### src/rtl/pwm_gen_pkg.sv
package pwm_gen_pkg;
  localparam int DUTY_OFS  = 8;
  localparam int CA_DROP   = 3;
  localparam int IRQ_COUNT = 3;
  localparam int IRQ_TRIG  = 0;
  localparam int IRQ_CLIM  = 1;
  localparam int IRQ_FAULT = 2;

  typedef struct packed {
    logic outEn;
    logic useLocal;
    logic center;
    logic dutyMaster;
    logic cntClear;
    logic cntInc;
    logic cntDec;
  } pwmStrobe_t;
endpackage

### src/rtl/pwm_gen_ctrl.sv
module pwm_gen_ctrl
  import pwm_gen_pkg::*;
#(
  parameter int CNT_W = 16
) (
  input  logic                 clk,
  input  logic                 rst_n,
  input  logic                 enable,
  input  logic                 cfgWrite,
  input  logic                 cfgIndep,
  input  logic                 cfgDutyMaster,
  input  logic                 cfgCenter,
  input  logic                 atTop,
  input  logic                 atBottom,
  input  logic [IRQ_COUNT-1:0] irqEvent,
  input  logic [IRQ_COUNT-1:0] irqEnable,
  output logic [IRQ_COUNT-1:0] irqFlag,
  output pwmStrobe_t           strobes
);
  logic modeIndep, modeDutyMaster, modeCenter;
  logic centerEff, dirDown;

  // mode bits are frozen while the channel runs
  always_ff @(posedge clk) begin
    if (!rst_n) begin
      modeIndep      <= 1'b0;
      modeDutyMaster <= 1'b0;
      modeCenter     <= 1'b0;
    end else if (cfgWrite && !enable) begin
      modeIndep      <= cfgIndep;
      modeDutyMaster <= cfgDutyMaster;
      modeCenter     <= cfgCenter;
    end
  end

  assign centerEff = modeIndep & modeCenter;

  always_ff @(posedge clk) begin
    if (!rst_n)                             dirDown <= 1'b0;
    else if (!enable || !centerEff)         dirDown <= 1'b0;
    else if (!dirDown && atTop && !atBottom) dirDown <= 1'b1;
    else if (dirDown && atBottom)           dirDown <= 1'b0;
  end

  always_comb begin
    strobes            = '0;
    strobes.outEn      = enable;
    strobes.useLocal   = modeIndep;
    strobes.center     = centerEff;
    strobes.dutyMaster = modeDutyMaster;
    if (!enable || !modeIndep)  strobes.cntClear = 1'b1;
    else if (!centerEff) begin
      if (atTop) strobes.cntClear = 1'b1;
      else       strobes.cntInc   = 1'b1;
    end
    else if (atTop && atBottom) strobes.cntClear = 1'b1;
    else if (!dirDown) begin
      if (atTop) strobes.cntDec = 1'b1;
      else       strobes.cntInc = 1'b1;
    end else begin
      if (atBottom) strobes.cntInc = 1'b1;
      else          strobes.cntDec = 1'b1;
    end
  end

  for (genvar i = 0; i < IRQ_COUNT; i++) begin : g_flag
    always_ff @(posedge clk) begin
      if (!rst_n)            irqFlag[i] <= 1'b0;
      else if (!irqEnable[i]) irqFlag[i] <= 1'b0;
      else if (irqEvent[i])  irqFlag[i] <= 1'b1;
    end

    AST_FLAG_SET: assert property (@(posedge clk) disable iff (!rst_n)
      (irqEnable[i] && (irqEvent[i] || irqFlag[i])) |=> irqFlag[i]);
    AST_FLAG_CLEAR: assert property (@(posedge clk) disable iff (!rst_n)
      !irqEnable[i] |=> !irqFlag[i]);
  end

  AST_MODE_FROZEN: assert property (@(posedge clk) disable iff (!rst_n)
    enable |=> $stable({modeIndep, modeDutyMaster, modeCenter}));
  AST_DIR_IDLE: assert property (@(posedge clk) disable iff (!rst_n)
    !enable |=> !dirDown);
endmodule

### src/rtl/pwm_gen_dp.sv
module pwm_gen_dp
  import pwm_gen_pkg::*;
#(
  parameter int CNT_W = 16
) (
  input  logic             clk,
  input  logic             rst_n,
  input  pwmStrobe_t       strobes,
  input  logic [CNT_W-1:0] masterCount,
  input  logic [CNT_W-1:0] masterPeriod,
  input  logic [CNT_W-1:0] masterDuty,
  input  logic [CNT_W-1:0] chanPeriod,
  input  logic [CNT_W-1:0] chanDuty,
  output logic             atTop,
  output logic             atBottom,
  output logic             pwmHigh
);
  localparam logic [CNT_W:0]   OFS_X    = (CNT_W+1)'(DUTY_OFS);
  localparam logic [CNT_W-1:0] LSB_MASK = {{(CNT_W-CA_DROP){1'b1}}, {CA_DROP{1'b0}}};

  logic [CNT_W-1:0] localCnt, perSel, dutySel, effCnt;
  logic [CNT_W:0]   centerThr;
  logic             zeroSat, fullSat, edgeHit, centerHit, nextHigh;

  always_ff @(posedge clk) begin
    if (!rst_n)                 localCnt <= '0;
    else if (strobes.cntClear)  localCnt <= '0;
    else if (strobes.cntInc)    localCnt <= localCnt + 1'b1;
    else if (strobes.cntDec)    localCnt <= localCnt - 1'b1;
  end

  assign atTop    = (localCnt >= chanPeriod);
  assign atBottom = (localCnt == '0);

  assign perSel  = strobes.useLocal   ? chanPeriod : masterPeriod;
  assign dutySel = strobes.dutyMaster ? masterDuty : chanDuty;
  assign effCnt  = strobes.useLocal   ? localCnt   : masterCount;

  assign zeroSat   = ({1'b0, dutySel} < OFS_X);
  assign fullSat   = ({1'b0, dutySel} > ({1'b0, perSel} + OFS_X));
  assign edgeHit   = (({1'b0, effCnt} + OFS_X) < {1'b0, dutySel});
  assign centerThr = {1'b0, dutySel & LSB_MASK} - OFS_X;
  assign centerHit = ({1'b0, effCnt} < centerThr);

  always_comb begin
    if (zeroSat)             nextHigh = 1'b0;
    else if (fullSat)        nextHigh = 1'b1;
    else if (strobes.center) nextHigh = centerHit;
    else                     nextHigh = edgeHit;
  end

  always_ff @(posedge clk) begin
    if (!rst_n) pwmHigh <= 1'b0;
    else        pwmHigh <= strobes.outEn & nextHigh;
  end

  AST_ZERO_SAT: assert property (@(posedge clk) disable iff (!rst_n)
    zeroSat |=> !pwmHigh);
  AST_FULL_SAT: assert property (@(posedge clk) disable iff (!rst_n)
    (fullSat && strobes.outEn) |=> pwmHigh);
  AST_OFF_LOW: assert property (@(posedge clk) disable iff (!rst_n)
    !strobes.outEn |=> (!pwmHigh && localCnt == '0));
endmodule

### src/rtl/pwm_chan_gen.sv
module pwm_chan_gen
  import pwm_gen_pkg::*;
#(
  parameter int CNT_W = 16
) (
  input  logic                 clk,
  input  logic                 rst_n,
  input  logic                 enable,
  input  logic                 cfgWrite,
  input  logic                 cfgIndep,
  input  logic                 cfgDutyMaster,
  input  logic                 cfgCenter,
  input  logic [CNT_W-1:0]     masterCount,
  input  logic [CNT_W-1:0]     masterPeriod,
  input  logic [CNT_W-1:0]     masterDuty,
  input  logic [CNT_W-1:0]     chanPeriod,
  input  logic [CNT_W-1:0]     chanDuty,
  input  logic [IRQ_COUNT-1:0] irqEvent,
  input  logic [IRQ_COUNT-1:0] irqEnable,
  output logic                 pwmHigh,
  output logic [IRQ_COUNT-1:0] irqFlag
);
  pwmStrobe_t strobes;
  logic       atTop, atBottom;

  pwm_gen_ctrl #(.CNT_W(CNT_W)) u_ctrl (
    .clk(clk), .rst_n(rst_n), .enable(enable), .cfgWrite(cfgWrite),
    .cfgIndep(cfgIndep), .cfgDutyMaster(cfgDutyMaster), .cfgCenter(cfgCenter),
    .atTop(atTop), .atBottom(atBottom), .irqEvent(irqEvent),
    .irqEnable(irqEnable), .irqFlag(irqFlag), .strobes(strobes)
  );

  pwm_gen_dp #(.CNT_W(CNT_W)) u_dp (
    .clk(clk), .rst_n(rst_n), .strobes(strobes), .masterCount(masterCount),
    .masterPeriod(masterPeriod), .masterDuty(masterDuty),
    .chanPeriod(chanPeriod), .chanDuty(chanDuty),
    .atTop(atTop), .atBottom(atBottom), .pwmHigh(pwmHigh)
  );
endmodule

### config.mk
export PLATFORM = sky130hd
export DESIGN_NAME = pwm_chan_gen
export DESIGN_NICKNAME = d
export VERILOG_FILES = /design/src/rtl/pwm_gen_pkg.sv /design/src/rtl/pwm_gen_ctrl.sv /design/src/rtl/pwm_gen_dp.sv /design/src/rtl/pwm_chan_gen.sv
export SDC_FILE = /design/constraint.sdc
export NUM_CORES = 1
export LEC_CHECK = 0
export BUFFER_PORTS_ARGS = -buffer_cell sky130_fd_sc_hd__buf_2
export CORE_ASPECT_RATIO = 0.9
export CORE_MARGIN = 2
export CORE_UTILIZATION = 36
export CTS_BUF_LIST = sky130_fd_sc_hd__clkbuf_8
export DETAILED_ROUTE_END_ITERATION = 8
export PLACE_DENSITY_LB_ADDON = 0.12
export SETUP_SLACK_MARGIN = 0.3
export SYNTH_ARGS = -nofsm -noshare
export SYNTH_HDL_FRONTEND = slang
export SYNTH_SLANG_ARGS = --single-unit
### constraint.sdc
create_clock -name clk -period 4.65 [get_ports clk]
set_input_delay 1.1625 -clock clk [delete_from_list [all_inputs] [get_ports clk]]
set_output_delay 1.1625 -clock clk [all_outputs]
set_load 0.005 [all_outputs]
==> flow_summary.yaml, run 1 <==
global_route:
  antenna_found_initial: 1
  grt-ovfl-total: 0
  grt_pass1_vias: 3925
  track_usage_pct: 19.5
  grt_pass1_wl_um: 19200
  grt_start_max_net_pins: 38
timing:
  rsz0062_at_grt: "yes"
  timing.hold.ws_ns: 0.508
  final_max_slew_viol_count: 0
  timing.final.crit_share_pct: 91.9
  relSlewSlack_pct: 31.3
  finalHoldViolations: 0
  worst_pin_slew_ns: 1.03
  setup_violations: 0
  fin_skew_ns: 0.00678
  period_minus_slack_ns: 4.27
  max_freq_ghz: 0.234
power:
  swShare_pct: 36.4
  pwr-share-seq_pct: 28.0
  p_int_uw: 511
  p_per_area_mw_per_mm2: 156
  ir_drop_uv: 138
  switching_power_uw: 292
  comb_power_share_pct: 47.7
  leakagePower_nw: 2.47
  clkPwrFrac_pct: 24.3
routing:
  drc: 0
  antenna_left: 0
  viasPerCell: 5.22
  vias: 4056
  first_pass_iters: 5
  post_drt_wl_per_cell_um: 15.5
  totalWireLength_um: 12000
  drt_iter0_drc: 235
critical_path:
  r2r_setup_slack_ns: 0.81
  timing.rr.end: "u_dp.pwmHigh"
  r2r_start: "u_ctrl.modeIndep"
  crit_slowest_cell: "or4_4"
  reg2reg_depth: 15
  critPathCaptureType: "flip-flop"
  required_ns: 4.77
  path_cells: "buf_8 > inv_4 > ha_4 > a21o_1 > nand3_2 > a21oi_2 > a2111o_1 > or4_4 > buf_6 > ha_4 > a21oi_1 > nand2_1 > o21ai_2 > buf_4 > nand2b_1 > a211oi_1 > a311o_1 > a21oi_1"
  cpPeakStageDelay_ns: 0.61
  crit_fanout: 8
  worstPathArrival_ns: 4.39
  crit_path_start_kind: "input pin"
  path_class: "in -> reg"
synthesis:
  netlist_area_mm2: 0.00407
  ys_types: 50
  synth-edff-count: 0
  ys.flop_type: "dfxtp_1"
  yosys-top-cells-area: "ha_1 23%, dfxtp_1 12%, mux2i_1 8.9%, xnor2_1 6.7%, a21oi_1 6.6%"
  synth_top_area_share_pct: 23.4
  synth-seq-cells: 24
  synth_nets: 687
  synth_top_area_cell: "ha_1"
  syn_inst: 517
  synthArstFlopShare_pct: 0
  yosysWarningCount: 0
  ys_seq_area_share_pct: 11.8
  synth.avg_cell_area_um2: 7.87
floorplan:
  die_height_um: 105
  die-area_mm2: 0.0122
  io_pins: 97
  core_mm2: 0.0109
  initial_core_util_pct: 37.2
  rows: 36
  die_x_um: 116
clock_network:
  insertion_delay_ns: 0.28
  tritoncts: "yes"
  cts.clk_slew.worst_paths_ns: 0.10
  cts_made_buffers: 3
  clock-sinks: 24
  ctsRootBufferMaster: "clkbuf_8"
  htree_levels: 1
  clockBufferDepth: 2
layout:
  drive_gt1_share_pct: 26.6
  area_delta_synth_final_pct: 26.6
  diodes: 0
  n_fill_cell: 1105
  seqCellArea_um2: 482
  fin_nets: 796
  final_common_cell: "buf_2"
  mostFrequentLayoutCells: "93 x buf_2, 64 x ha_1, 47 x a21oi_1, 45 x inv_1, 36 x mux2i_1"
  fin_area_mm2: 0.00515
  multi_input_area_mm2: 0.00353
place:
  gp_congestion: 0.876
  io_buffers: 96
  place_area_mm2: 0.00485
  hpwl_um: 9940
worst_hold_path:
  worstHoldPathCells: 1
  min_to: "u_ctrl.irqFlag[2]"
  hp-start: "u_ctrl.irqFlag[2]"
  hold_class: "reg -> reg"
outcome:
  status: "completed"
run:
  drv_cap: 0
==> repair_timing <==
| action | 4_1_cts | 5_1_grt |
|---|---|---|
| gates cloned | 0 | 1 |
| endpoints found under the setup margin | 1 | 8 |
| hold buffers | 0 | 0 |
| gates resized for setup | 0 | 35 |
| buffers inserted | 0 | 6 |
| pin swaps | 0 | 23 |
==> flip-flops by register name, summed over array words and instances (netlist names) <==
signal and count:
u_ctrl.modeIndep 1, u_ctrl.dirDown 1, u_ctrl.modeDutyMaster 1, u_dp.localCnt 16
u_dp.pwmHigh 1, u_ctrl.irqFlag 3, u_ctrl.modeCenter 1
==> how the worst max path moves through the flow <==
| stage | startpoint | endpoint | slack [ns] |
|---|---|---|---|
| floorplan | chanPeriod[9] | u_dp.localCnt[15] | 0.31 |
| global placement | chanPeriod[9] | u_dp.localCnt[14] | -0.003 |
| detailed placement | chanPeriod[9] | u_dp.localCnt[14] | -0.01 |
| CTS | chanPeriod[9] | u_dp.localCnt[14] | 0.27 |
| global route | chanPeriod[9] | u_dp.localCnt[15] | 0.22 |
| finish | chanPeriod[9] | u_dp.localCnt[9] | 0.38 |
==> metal layers <==
| layer | vias to the layer above | share of wire (%) | GRT usage, % |
|---|---|---|---|
| met4 | 2 | 0.44 | 1.36 |
| met2 | 115 | 42 | 30.6 |
| li1 | 2114 | - | - |
| met1 | 1817 | 53 | 29.4 |
| met3 | 8 | 4.8 | 2.67 |
| met5 | - | 0.11 | 0 |
==> cells by family after synthesis <==
group,count (synthesis),synth area share [%]
AOI/OAI and AO/OA,128,19.7
xor gates and xnor gates,45,9.68
adders and majority gates,77,23.9
buffers and inverters,61,5.93
DFF,24,11.8
muxes,46,11.6
and+or+nand+nor,136,17.4
==> synth_stat cells (all sizes together) (2+ instances only) <==
| cell type | number |
|---|---|
| a211o | 6 |
| a211oi | 2 |
| a21o | 10 |
| a21oi | 54 |
| a31oi | 3 |
| a32o | 3 |
| a32oi | 3 |
| and3 | 6 |
| and3b | 2 |
| buf | 10 |
| clkbuf | 3 |
| dfxtp | 24 |
| ha | 76 |
| inv | 48 |
| mux2 | 10 |
| mux2i | 36 |
| nand2 | 31 |
| nand2b | 5 |
| nand3 | 13 |
| nand3b | 5 |
| nand4 | 8 |
| nor2 | 25 |
| nor2b | 13 |
| nor3 | 10 |
| nor3b | 3 |
| nor4 | 6 |
| o211a | 3 |
| o211ai | 5 |
| o21ai | 25 |
| o311ai | 3 |
| or2 | 2 |
| or3 | 4 |
| xnor2 | 31 |
| xor2 | 14 |
==> critical path, delay by kind of cell <==
family | cells | cell delay [ns]
simple gates | 4 | 0.85
compound gates | 8 | 1.46
fa+ha+maj | 2 | 0.42
buf+inv | 4 | 0.49
==> final cells by class <==
| cell class | count | area share [%] |
|---|---|---|
| clock inverter | 1 | 0.583 |
| clock buffer | 3 | 0.801 |
| sequential | 24 | 9.35 |
| inverter | 48 | 3.54 |
| timing repair buffer | 117 | 13.5 |
| multi-input combinational | 432 | 68.6 |
| tap | 152 | 3.69 |
==> through the flow <==
step	cells	setup slack [ns]	setup TNS (ns)	utilization (%)	power [mW]
after floorplan	517	0.305	0	-	0.472
after global placement	766	-0.00305	-0.00305	44.4	0.586
after detailed placement	766	-0.0148	-0.0148	44.4	0.591
after CTS	770	0.267	0	45.0	0.788
after global routing	777	0.224	0	47.1	0.867
final	777	0.377	0	47.1	0.803
==> power by group through the flow <==
stage	Sequential (mW)	Combinational [mW]	Clock (mW)
3_5_place_dp	0.229	0.361	0
3_3_place_gp	0.229	0.357	0
2_1_floorplan	0.220	0.252	0
6_report	0.225	0.384	0.195
4_1_cts	0.225	0.365	0.198
5_1_grt	0.226	0.434	0.206
Power figures use the tool's default switching activity.
==> run 2: changes to the inputs <==
--- a/config.mk
+++ b/config.mk
@@ -9,7 +9,7 @@
 export CORE_ASPECT_RATIO = 0.9
 export CORE_MARGIN = 2
 export CORE_UTILIZATION = 36
-export CTS_BUF_LIST = sky130_fd_sc_hd__clkbuf_8
+export CTS_BUF_LIST = sky130_fd_sc_hd__clkbuf_2
 export DETAILED_ROUTE_END_ITERATION = 8
 export PLACE_DENSITY_LB_ADDON = 0.12
 export SETUP_SLACK_MARGIN = 0.3
==> run 2 against run 1 <==
Compared with the run above:
- fmax rose by 0.32%
- register-to-register slack got worse by 0.10 ns
- clock skew up 0.018 ns
- global-route usage about the same
- routed wire length fell by 0.50%
- worst hold slack better by 0.035 ns
- combinational power shrank 1%
- total power fell by 6.0%
- sequential cell count did not move
- design area is 2.2% lower
- highest routed layer unchanged
==> flow_summary.yaml, run 2 (synthesized netlist as in run 1, its figures left out) <==
outcome:
  status: "completed"
layout:
  diodes: 0
  drive_gt1_share_pct: 25.0
  largest_reg_flops: 16
  area_delta_synth_final_pct: 23.9
  fin_nets: 796
  n_fill_cell: 1121
  postLayoutCoreUtil_pct: 46.1
  final_common_cell: "buf_2"
  fin_area_mm2: 0.00504
  mostFrequentLayoutCells: "95 x buf_2, 67 x ha_1, 51 x a21oi_1, 47 x inv_1, 36 x mux2i_1"
  reg_top3: "u_dp.localCnt: 16 flops, u_ctrl.irqFlag: 3 flops"
  largest_register: "u_dp.localCnt"
floorplan:
  initial_core_util_pct: 37.2
  die_x_um: 116
  die_height_um: 105
  die-area_mm2: 0.0122
  core_mm2: 0.0109
  io_pins: 97
  rows: 36
routing:
  drc: 0
  totalWireLength_um: 12000
  vias: 4055
  post_drt_wl_per_cell_um: 15.4
  antenna_left: 0
  drt_iter0_drc: 206
  first_pass_iters: 4
  viasPerCell: 5.22
power:
  ir_drop_uv: 99.0
  p_per_area_mw_per_mm2: 150
  leakagePower_nw: 2.45
  finalPower_uw: 755
critical_path:
  path_class: "in -> reg"
  critPathCaptureType: "flip-flop"
  cpPeakStageDelay_ns: 0.59
  r2r_start: "u_dp.localCnt[9]"
  crit_slowest_cell: "or4_4"
  worstPathArrival_ns: 4.56
  crit_fanout: 8
  crit_top_cell: "ha_4"
  crit_path_start_kind: "input pin"
  path_cells: "buf_2 > inv_2 > ha_4 > a21o_1 > nand3_2 > a21oi_2 > a2111o_1 > or4_4 > buf_4 > ha_4 > a21oi_1 > nand2_1 > o21ai_2 > o31ai_2 > o41ai_2 > mux2_2 > mux2i_1"
  required_ns: 4.95
  worstSetupStartpoint: "chanPeriod[9]"
timing:
  worst_pin_slew_ns: 1.03
  relSlewSlack_pct: 31.2
  final_max_slew_viol_count: 0
  rsz0062_at_grt: "no"
  period_minus_slack_ns: 4.26
  finalHoldViolations: 0
  fin_ws_ns: 0.390
  setup_violations: 0
  max_freq_ghz: 0.235
  timing.final.crit_share_pct: 91.6
  fin_skew_ns: 0.0246
clock_network:
  ctsRootBufferMaster: "clkbuf_2"
  hold_buffers: 0
  htree_levels: 1
  clockBufferDepth: 2
  tritoncts: "yes"
  cts.clk_slew.worst_paths_ns: 0.29
  clock-sinks: 24
  insertion_delay_ns: 0.38
  cts_made_buffers: 3
global_route:
  grt_pass1_vias: 3923
  grt_start_max_net_pins: 38
  track_usage_pct: 19.5
  grt_pass1_wl_um: 19200
  grt-ovfl-total: 0
  antenna_found_initial: 1
place:
  gp_congestion: 0.876
  place_area_mm2: 0.00485
  hpwl_um: 9940
  io_buffers: 96
  dp_slack_ns: -0.0148
worst_hold_path:
  hp-start: "u_ctrl.irqFlag[2]"
  hold_class: "reg -> reg"
run:
  drv_cap: 0
==> run 2: layout make-up <==
type | count | area (µm²) | area share [%]
timing repair buffer | 117 | 657 | 13.0
multi-input combinational | 432 | 3490 | 69.2
clock buffer | 3 | 15.0 | 0.298
inverter | 48 | 180 | 3.57
sequential | 24 | 482 | 9.55
clock inverter | 1 | 30.0 | 0.596
tap | 152 | 190 | 3.77
==> run 2: what timing repair did <==
item,in CTS,in global routing
gates resized for setup,0,17
setup endpoints to repair,0,3
setup buffers,0,7
==> run 2: metal layers <==
metal	vias to the layer above	wire (µm)	global-route usage, %	share of wire, %
met3	6	665	2.67	5.6
met1	1834	6170	29.4	52
met4	2	47	1.36	0.39
li1	2108	-	-	-
met5	-	13	0	0.11
met2	105	5050	30.5	42
==> run 2: where the power goes <==
| group | total (mW) | switching, mW | internal, mW |
|---|---|---|---|
| Clock | 0.151 | 0.0767 | 0.0739 |
| Sequential | 0.226 | 0.0134 | 0.212 |
| Combinational | 0.379 | 0.197 | 0.181 |
| Total | 0.755 | 0.288 | 0.468 |
==> run 2: stage by stage <==
| stage | hold WS (ns) | std cells | TNS (ns) |
|---|---|---|---|
| floorplan | 0.486 | 517 | 0 |
| global placement | 0.477 | 766 | -0.00305 |
| detailed placement | 0.486 | 766 | -0.0148 |
| CTS | 0.543 | 770 | 0 |
| global route | 0.558 | 777 | 0 |
| finish | 0.543 | 777 | 0 |
==> run 2: final timing paths <==
kind | endpoint | slack [ns] | cells after the start
hold / removal | u_ctrl.irqFlag[2] | 0.54 | 1
setup / recovery | u_dp.localCnt[15] | 0.39 | 17
hold reg to reg | u_ctrl.irqFlag[2] | 0.54 | 1
setup reg to reg | u_dp.localCnt[15] | 0.71 | 15
==> run 2: worst max-delay path: cells and delay by family <==
family	cells	cell delay [ns]
AO/OA/AOI/OAI	7	1.32
adder cells (fa/ha/maj)	2	0.43
buffers and inverters	3	0.39
multiplexers	2	0.48
AND/OR/NAND/NOR	3	0.77
==> run 3: changes to the inputs <==
--- a/config.mk
+++ b/config.mk
@@ -7,7 +7,6 @@
 export LEC_CHECK = 0
 export BUFFER_PORTS_ARGS = -buffer_cell sky130_fd_sc_hd__buf_2
 export CORE_ASPECT_RATIO = 0.9
-export CORE_MARGIN = 2
 export CORE_UTILIZATION = 36
 export CTS_BUF_LIST = sky130_fd_sc_hd__clkbuf_2
 export DETAILED_ROUTE_END_ITERATION = 8
==> run 3 against run 2 <==
Compared with the run above:
- sequential power about the same
- cell count increased by 0.13%
- critical path depth is 1 higher
- highest routed layer is now met4
- non-clock buffer count rose by 1
- core utilization increased by 0.26 points
- worst hold slack got worse by 0.0070 ns
- sequential cell count unchanged
- critical path type unchanged
- clock skew fell by 0.0043 ns
- first-iteration DRC count down 6.8%
- clock power decreased by 39%
- sequential share of layout area hardly changed
- global-route usage increased by 1.3 points
==> flow_summary.yaml, run 3 (synthesized netlist as in run 1, its figures left out) <==
critical_path:
  crit_path_start_kind: "input pin"
  crit_fanout: 6
  critPathCaptureType: "flip-flop"
  worstPathArrival_ns: 4.56
  r2r_start: "u_dp.localCnt[9]"
  r2r_setup_slack_ns: 0.68
  path_class: "in -> reg"
  timing.rr.end: "u_dp.localCnt[15]"
  reg2reg_depth: 16
  required_ns: 4.97
clock_network:
  htree_levels: 1
  clockBufferDepth: 2
  tritoncts: "yes"
  cts_made_buffers: 3
  hold_buffers: 0
  clock-sinks: 24
  cts.clk_slew.worst_paths_ns: 0.27
  insertion_delay_ns: 0.38
  ctsRootBufferMaster: "clkbuf_2"
routing:
  antenna_left: 0
  viasPerCell: 5.20
  drc: 0
  post_drt_wl_per_cell_um: 15.5
  totalWireLength_um: 12100
  vias: 4043
  drt_iter0_drc: 192
  first_pass_iters: 4
layout:
  n_fill_cell: 1129
  largest_register: "u_dp.localCnt"
  postLayoutCoreUtil_pct: 46.3
  fin_nets: 797
  fin_area_mm2: 0.00505
  stdcell_count: 778
  final_common_cell: "buf_2"
  drive_gt1_share_pct: 26.0
  largest_reg_flops: 16
  reg_top3: "u_dp.localCnt: 16 flops, u_ctrl.irqFlag: 3 flops"
  diodes: 0
  mostFrequentLayoutCells: "95 x buf_2, 65 x ha_1, 47 x inv_1, 47 x a21oi_1, 36 x mux2i_1"
  area_delta_synth_final_pct: 24.1
timing:
  relSlewSlack_pct: 56.7
  final_max_slew_viol_count: 0
  fin_skew_ns: 0.0203
  max_freq_ghz: 0.235
  period_minus_slack_ns: 4.25
  worst_pin_slew_ns: 0.649
  setup_violations: 0
  rsz0062_at_grt: "no"
  timing.final.crit_share_pct: 91.4
  fin_ws_ns: 0.402
  finalHoldViolations: 0
place:
  place_area_mm2: 0.00485
  io_buffers: 96
  dp_cells: 766
  dp_slack_ns: -0.0562
  gp_congestion: 0.809
  hpwl_um: 10100
floorplan:
  die_x_um: 114
  initial_core_util_pct: 37.3
  die_height_um: 103
  rows: 36
  io_pins: 97
  core_mm2: 0.0109
  die-area_mm2: 0.0117
global_route:
  track_usage_pct: 20.7
  grt_pass1_vias: 3919
  antenna_found_initial: 0
  grt_start_max_net_pins: 27
  grt-ovfl-total: 0
  grt_pass1_wl_um: 19200
power:
  comb_power_share_pct: 54.8
  p_per_area_mw_per_mm2: 138
  switching_power_uw: 286
  swShare_pct: 40.9
  finalPower_uw: 699
  ir_drop_uv: 81.7
  leakagePower_nw: 2.44
  p_int_uw: 413
  clkPwrFrac_pct: 13.3
  pwr-share-seq_pct: 32.0
worst_hold_path:
  min_to: "u_ctrl.irqFlag[1]"
  hold_class: "reg -> reg"
  worstHoldPathCells: 1
  hp-start: "u_ctrl.irqFlag[1]"
run:
  drv_cap: 0
outcome:
  status: "completed"
## run 3: cell count changes in the layout (fill, tap and decap cells not counted)
cell / delta
nor2_1: -1
o21ai_1: +2
nor2_2: +1
a21oi_2: +4
o21ai_0: -2
bufinv_16: -1
buf_6: +1
ha_2: +2
a21oi_1: -4
ha_1: -2
clkinv_1: +1
## run 3: area by class of cell
class                           count  area, µm²  area share, %
Clock buffer                        3       15.0          0.297
Clock inverter                      1       3.75         0.0743
Inverter                           48        180           3.57
Multi-Input combinational cell    432       3510           69.5
Sequential cell                    24        482           9.54
Tap cell                          152        190           3.77
Timing Repair Buffer              118        668           13.2
## run 3: how the worst max path moves through the flow
stage                        start                end
finish               chanPeriod[9]  u_dp.localCnt[15]
global route        chanPeriod[13]  u_dp.localCnt[15]
CTS                  chanPeriod[9]  u_dp.localCnt[14]
detailed placement   chanPeriod[9]  u_dp.localCnt[14]
global placement     chanPeriod[9]  u_dp.localCnt[14]
floorplan            chanPeriod[9]  u_dp.localCnt[15]
## run 3: per-stage QoR
step | hold WS, ns | setup TNS, ns
6_report | 0.536 | 0
5_1_grt | 0.576 | 0
4_1_cts | 0.544 | 0
3_5_place_dp | 0.482 | -0.0562
3_3_place_gp | 0.475 | 0
2_1_floorplan | 0.486 | 0
## run 3: power groups by stage
stage / combinational [mW] / sequential (mW) / clock, mW
after floorplan: 0.252 / 0.220 / 0
after global placement: 0.359 / 0.227 / 0
after detailed placement: 0.365 / 0.227 / 0
after CTS: 0.369 / 0.223 / 0.0993
after global routing: 0.436 / 0.225 / 0.105
final: 0.383 / 0.223 / 0.0927
## run 3: metal layers
| layer | part of all wire [%] | global-route usage [%] | up-vias | wire [µm] |
|---|---|---|---|---|
| li1 | - | - | 2114 | - |
| met1 | 51 | 29.2 | 1821 | 6120 |
| met2 | 44 | 34.8 | 104 | 5280 |
| met3 | 5.3 | 2.76 | 4 | 644 |
| met4 | 0.47 | 2.30 | 0 | 57 |
| met5 | 0 | 0 | - | 0 |
## run 3: critical path, stage by stage
cell and delay [ns]:
buf_2 0.11, inv_2 0.06, ha_4 0.19, a21o_1 0.17
nand3_2 0.06, a21oi_2 0.05, a2111o_1 0.37, or4_4 0.62
buf_12 0.17, buf_6 0.12, ha_4 0.26, a21oi_2 0.15
o21ai_1 0.09, nand2_1 0.12, nor2_2 0.07, o41ai_2 0.32
mux2_2 0.38, mux2i_1 0.12
## run 3: timing repair
item,4_1_cts,5_1_grt
gates resized for setup,0,26
setup buffers,0,8
endpoints found under the setup margin,0,2
